[src/rtl/regprot_pkg.sv]
package regprot_pkg;

  // Byte idx (0 = first written) of a key packed MSB-first into seq, n bytes long.
  function automatic logic [7:0] key_byte(input logic [63:0] seq, input int n, input int idx);
    return seq[(n-1-idx)*8 +: 8];
  endfunction

  // Next matcher step for a closed lock: advance, restart at one, or restart at zero.
  function automatic int step_after(input logic hit_expected, input logic hit_first, input int cur);
    if (hit_expected) return cur + 1;
    if (hit_first)    return 1;
    return 0;
  endfunction

endpackage

[src/rtl/regprot_addr_dec.sv]
module regprot_addr_dec #(
  parameter int          ADDR_W   = 32,
  parameter logic [31:0] KEY_ADDR = 32'h5000_0100
) (
  input  logic              wen,
  input  logic              ren,
  input  logic [ADDR_W-1:0] addr,
  output logic              key_wr,
  output logic              key_rd
);
  logic hit;
  assign hit    = (addr == KEY_ADDR[ADDR_W-1:0]);
  assign key_wr = wen & hit;
  assign key_rd = ren & hit;
endmodule

[src/rtl/regprot_key_match.sv]
module regprot_key_match
  import regprot_pkg::*;
#(
  parameter int                  NUM_KEYS = 3,
  parameter logic [NUM_KEYS*8-1:0] KEY_SEQ = 24'h59_16_88
) (
  input  logic       clk,
  input  logic       rst,
  input  logic       key_wr,
  input  logic [7:0] wbyte,
  output logic       open_o
);
  localparam int SW = $clog2(NUM_KEYS + 1);
  localparam logic [SW-1:0] OPEN_STEP = SW'(NUM_KEYS);
  localparam logic [63:0] SEQ64 = 64'(KEY_SEQ);

  logic [SW-1:0]       step_q, step_d;
  logic [NUM_KEYS-1:0] byte_hit;
  logic                hit_expected, hit_first, is_open;

  for (genvar k = 0; k < NUM_KEYS; k++) begin : g_cmp
    assign byte_hit[k] = (wbyte == key_byte(SEQ64, NUM_KEYS, k));
  end

  assign is_open      = (step_q == OPEN_STEP);
  assign hit_first    = byte_hit[0];

  always_comb begin
    hit_expected = 1'b0;
    for (int k = 0; k < NUM_KEYS; k++)
      if (step_q == SW'(k)) hit_expected = byte_hit[k];
  end

  always_comb begin
    step_d = step_q;
    if (key_wr) begin
      if (is_open) step_d = '0;
      else         step_d = SW'(step_after(hit_expected, hit_first, int'(step_q)));
    end
  end

  always_ff @(posedge clk) begin
    if (rst) step_q <= '0;
    else     step_q <= step_d;
  end

  assign open_o = is_open;

  // the lock only opens on a key write carrying the final byte
  a_r2_open_on_last: assert property (@(posedge clk) disable iff (rst)
    $rose(open_o) |-> ($past(key_wr) && $past(wbyte) == key_byte(SEQ64, NUM_KEYS, NUM_KEYS-1)));

  // any key write while open closes the lock
  a_r4_relock: assert property (@(posedge clk) disable iff (rst)
    (open_o && key_wr) |=> (!open_o && step_q == '0));

  // an unexpected byte other than the first key byte resets progress
  a_r3_restart: assert property (@(posedge clk) disable iff (rst)
    (key_wr && !open_o && !hit_expected && !hit_first) |=> (step_q == '0));

  // no key write, no movement
  a_r5_hold: assert property (@(posedge clk) disable iff (rst)
    !key_wr |=> $stable(step_q));
endmodule

[src/rtl/regprot_unlock.sv]
module regprot_unlock #(
  parameter int          ADDR_W   = 32,
  parameter int          DATA_W   = 32,
  parameter logic [31:0] KEY_ADDR = 32'h5000_0100,
  parameter int          NUM_KEYS = 3,
  parameter logic [NUM_KEYS*8-1:0] KEY_SEQ = 24'h59_16_88
) (
  input  logic              clk,
  input  logic              rst,
  input  logic              bus_wen,
  input  logic              bus_ren,
  input  logic [ADDR_W-1:0] bus_addr,
  input  logic [DATA_W-1:0] bus_wdata,
  output logic [DATA_W-1:0] bus_rdata,
  output logic              unlocked
);
  logic key_wr, key_rd;

  regprot_addr_dec #(.ADDR_W(ADDR_W), .KEY_ADDR(KEY_ADDR)) u_dec (
    .wen(bus_wen), .ren(bus_ren), .addr(bus_addr),
    .key_wr(key_wr), .key_rd(key_rd)
  );

  regprot_key_match #(.NUM_KEYS(NUM_KEYS), .KEY_SEQ(KEY_SEQ)) u_match (
    .clk(clk), .rst(rst), .key_wr(key_wr), .wbyte(bus_wdata[7:0]), .open_o(unlocked)
  );

  always_comb begin
    bus_rdata = '0;
    if (key_rd) bus_rdata[0] = unlocked;
  end

  // read data is zero outside a key-register read
  a_r6_rdata_quiet: assert property (@(posedge clk) disable iff (rst)
    !key_rd |-> (bus_rdata == '0));
endmodule

[config.mk]
export PLATFORM = sky130hd
export DESIGN_NAME = regprot_unlock
export DESIGN_NICKNAME = d
export VERILOG_FILES = /design/src/rtl/regprot_pkg.sv /design/src/rtl/regprot_addr_dec.sv /design/src/rtl/regprot_key_match.sv /design/src/rtl/regprot_unlock.sv
export SDC_FILE = /design/constraint.sdc
export NUM_CORES = 1
export LEC_CHECK = 0
export BUFFER_PORTS_ARGS = -buffer_cell sky130_fd_sc_hd__buf_2
export CAP_MARGIN = 25
export CORE_MARGIN = 10
export CORE_UTILIZATION = 26
export CTS_BUF_LIST = sky130_fd_sc_hd__clkbuf_8
export DETAILED_ROUTE_END_ITERATION = 16
export PLACE_DENSITY = 0.73
export SYNTH_ARGS = -nofsm -noshare
export SYNTH_HDL_FRONTEND = slang
export SYNTH_SLANG_ARGS = --single-unit
[constraint.sdc]
create_clock -name clk -period 1.3 [get_ports clk]
set_input_delay 0 -clock clk [delete_from_list [all_inputs] [get_ports clk]]
set_output_delay 0 -clock clk [all_outputs]
set_load 0.02 [all_outputs]
==> impl_metrics.yaml <==
outcome:
  status: "finished with violations"
  violations: "negative setup slack"
die:
  io_pins: 101
  coreArea_um2: 2280
  die-area_um2: 4850
  floorplan.initialDensity_pct: 28.1
  fp.dieH_um: 69.6
  rows: 17
  die_x_um: 69.6
critical_path:
  reg2reg_to: "u_match.step_q[0]$_SDFFE_PP0P_"
  rr_startpoint: "u_match.step_q[1]$_SDFFE_PP0P_"
  rr_worst_depth: 6
  critPathLaunch: "u_match.step_q[1]$_SDFFE_PP0P_"
  critical_path.max_fanout: 4
  rrSetupSlack_ps: -10
  crit_end: "u_match.step_q[0]$_SDFFE_PP0P_"
  worst_ep_arrival_time_ps: 1450
  crit_required_ps: 1430
  worstSetupPathType: "reg -> reg"
  start_kind: "flop"
  end_kind: "flop"
drt:
  drt_iter0_drc: 19
  vias_per_cell: 4.33
  wire_per_inst_um: 13.4
  route.detailed.drc: 0
  firstDrtPassIters: 4
  totalWireLength_um: 2210
  ant_nets: 0
  dr_total_vias: 715
cells_and_area:
  top_register: "u_match.step_q"
  nets: 211
  drive_above_1_share_pct: 55.5
  largest_reg_flops: 2
  register_area_um2: 45.0
  multi_input_area_um2: 544
  fill_cells: 228
  diodes: 0
  reg_top3: "u_match.step_q: 2 flops"
  finish.instance_area_um2: 985
  area_growth_pct: 53.7
  final_cells: 165
global_routing:
  grt_pass1_wl_um: 3370
  grt_pass1_vias: 746
  grt_usage_pct: 8.23
  antenna_found_initial: 0
  grt_max_degree: 5
  overflow: 0
pwr:
  ir_drop_uv: 361
  p_leak_nw: 0.496
  power.density_nw_per_um2: 503
  finalPower_w: 0.000496
synth:
  synthCells: 81
  syn-cell-area_um2: 641
  yosys.area.top_type: "buf_4"
  synth_area_leaders: "buf_4, ha_1, dfxtp_1"
  ys_warn_count: 0
  ys_seq_elements: 2
  synth_cell_type_count: 31
  synth_top_area_share_pct: 36.3
  ys_seq_area_share_pct: 6.25
  avgSynthCellArea_um2: 7.91
sta:
  hold_violations: 0
  drv_slew: 0
  fin_skew_ps: 6.85
  rsz0062_at_grt: "yes"
  setup_ws_ps: -13.0
  fmax_ghz: 0.762
  hold_ws_ps: 151
  finalSetupViolations: 1
  min_period_ps: 1310
  fin_crit_sh_pct: 101
cts:
  cts-buffers-inserted: 3
  cts.sinks: 2
  htree_num_levels: 1
  cts_buffer_depth: 2
  worst_setup_hold_path_clk_slew_ps: 30
  clock-root-buffer: "clkbuf_8"
  worstSkewPairLatency_ps: 220
  cts_tree: "yes"
place:
  place_inst: 160
  gp_congestion: 0.730
  port_buffers: 45
  placed_area_um2: 837
  dp_slack_ps: -54.2
  hpwlAfterDp_um: 1950
hold_path:
  worstHoldPathType: "in -> reg"
  whs_path_depth: 4
job:
  maxCapViolations: 0
how the worst min path moves through the flow:
| stage | end | from | slack [ps] |
|---|---|---|---|
| 6_report | u_match.step_q[0]$_SDFFE_PP0P_ | bus_wen | 150 |
| 5_1_grt | u_match.step_q[0]$_SDFFE_PP0P_ | bus_wen | 190 |
| 4_1_cts | u_match.step_q[0]$_SDFFE_PP0P_ | bus_wen | 150 |
| 3_5_place_dp | u_match.step_q[1]$_SDFFE_PP0P_ | rst | 220 |
| 3_3_place_gp | u_match.step_q[1]$_SDFFE_PP0P_ | rst | 210 |
| 2_1_floorplan | u_match.step_q[1]$_SDFFE_PP0P_ | rst | 70 |
critical path, cell delays in order (launching register included):
cell and delay, ps:
dfxtp_2 320, buf_4 140, ha_4 160, nand2b_4 150, nor4_4 230, a31oi_1 70, o221ai_1 160
what timing repair did:
| action | in CTS | in global routing |
|---|---|---|
| setup endpoints to repair | 3 | 3 |
| pin swaps | 1 | 2 |
| gates resized for setup | 4 | 16 |
| hold buffers | 1 | 0 |
| buffers inserted | 0 | 1 |
| hold endpoints to repair | 1 | 0 |
kinds of logic after synthesis:
family          Yosys count  share of synthesized area (%)
buf+inv                  36                           39.3
mux                       1                           1.56
other cells               1                          0.585
flops                     2                           6.25
simple gates             30                           36.9
fa+ha+maj                 4                           7.81
compound gates            7                           7.62
per-stage QoR:
step / utilization, % / TNS [ps]
floorplan: - / 0
global placement: 36.8 / -90.5
detailed placement: 36.8 / -107
CTS: 39.3 / -41.9
global route: 43.3 / -245
finish: 43.3 / -13.0
cells in the mapped netlist:
cell type  number
buf_4          31
nor4_1          6
ha_1            4
inv_1           4
nor4b_1         4
dfxtp_1         2
nand2_1         2
nand2b_1        2
nor2_1          2
nor3_1          2
or4b_1          2
a21oi_1         1
a22o_1          1
a31oi_1         1
and2b_1         1
clkinv_1        1
conb_1          1
mux2i_1         1
nand3_1         1
nand4_1         1
nand4_2         1
nand4b_1        1
nor3_4          1
nor4_2          1
nor4b_2         1
o21ai_0         1
o21ai_1         1
o221ai_1        1
o311a_1         1
or2b_2          1
or4b_4          1
routing by layer:
metal  wire (um)  GRT usage, %  up-vias
met2        1220          15.0       43
met1         689          7.09      326
met3         282          4.56        3
met5           0             0        -
met4          22          3.91        0
li1            -             -      343
final cells by class:
type                            instances  area share, %
Inverter                                5           2.16
Sequential cell                         2           4.57
Multi-Input combinational cell         73           55.3
Tap cell                               28           3.56
Clock buffer                            3           4.19
Timing Repair Buffer                   54           30.2
report_power, final:
part / switching, W / internal (W) / leakage (nW) / total, W
registers: 0.000000000000000128 / 0.0000598 / 0.0174 / 0.0000598
logic: 0.000118 / 0.0000624 / 0.457 / 0.000181
clock network: 0.0000587 / 0.000197 / 0.0216 / 0.000255
cells in the final DEF, fill, tap and decap left out, drive strengths merged, types with 2 or more instances in the layout:
cell type and count:
nor4b 5, nand2b 2, nand2 2, o21ai 2, inv 4, conb 31
nor4 7, nor2 2, nor3 3, clkbuf 3, or4b 3, nand4 2
dfxtp 2, ha 4, buf 53
(Power assumes the default switching activity.)
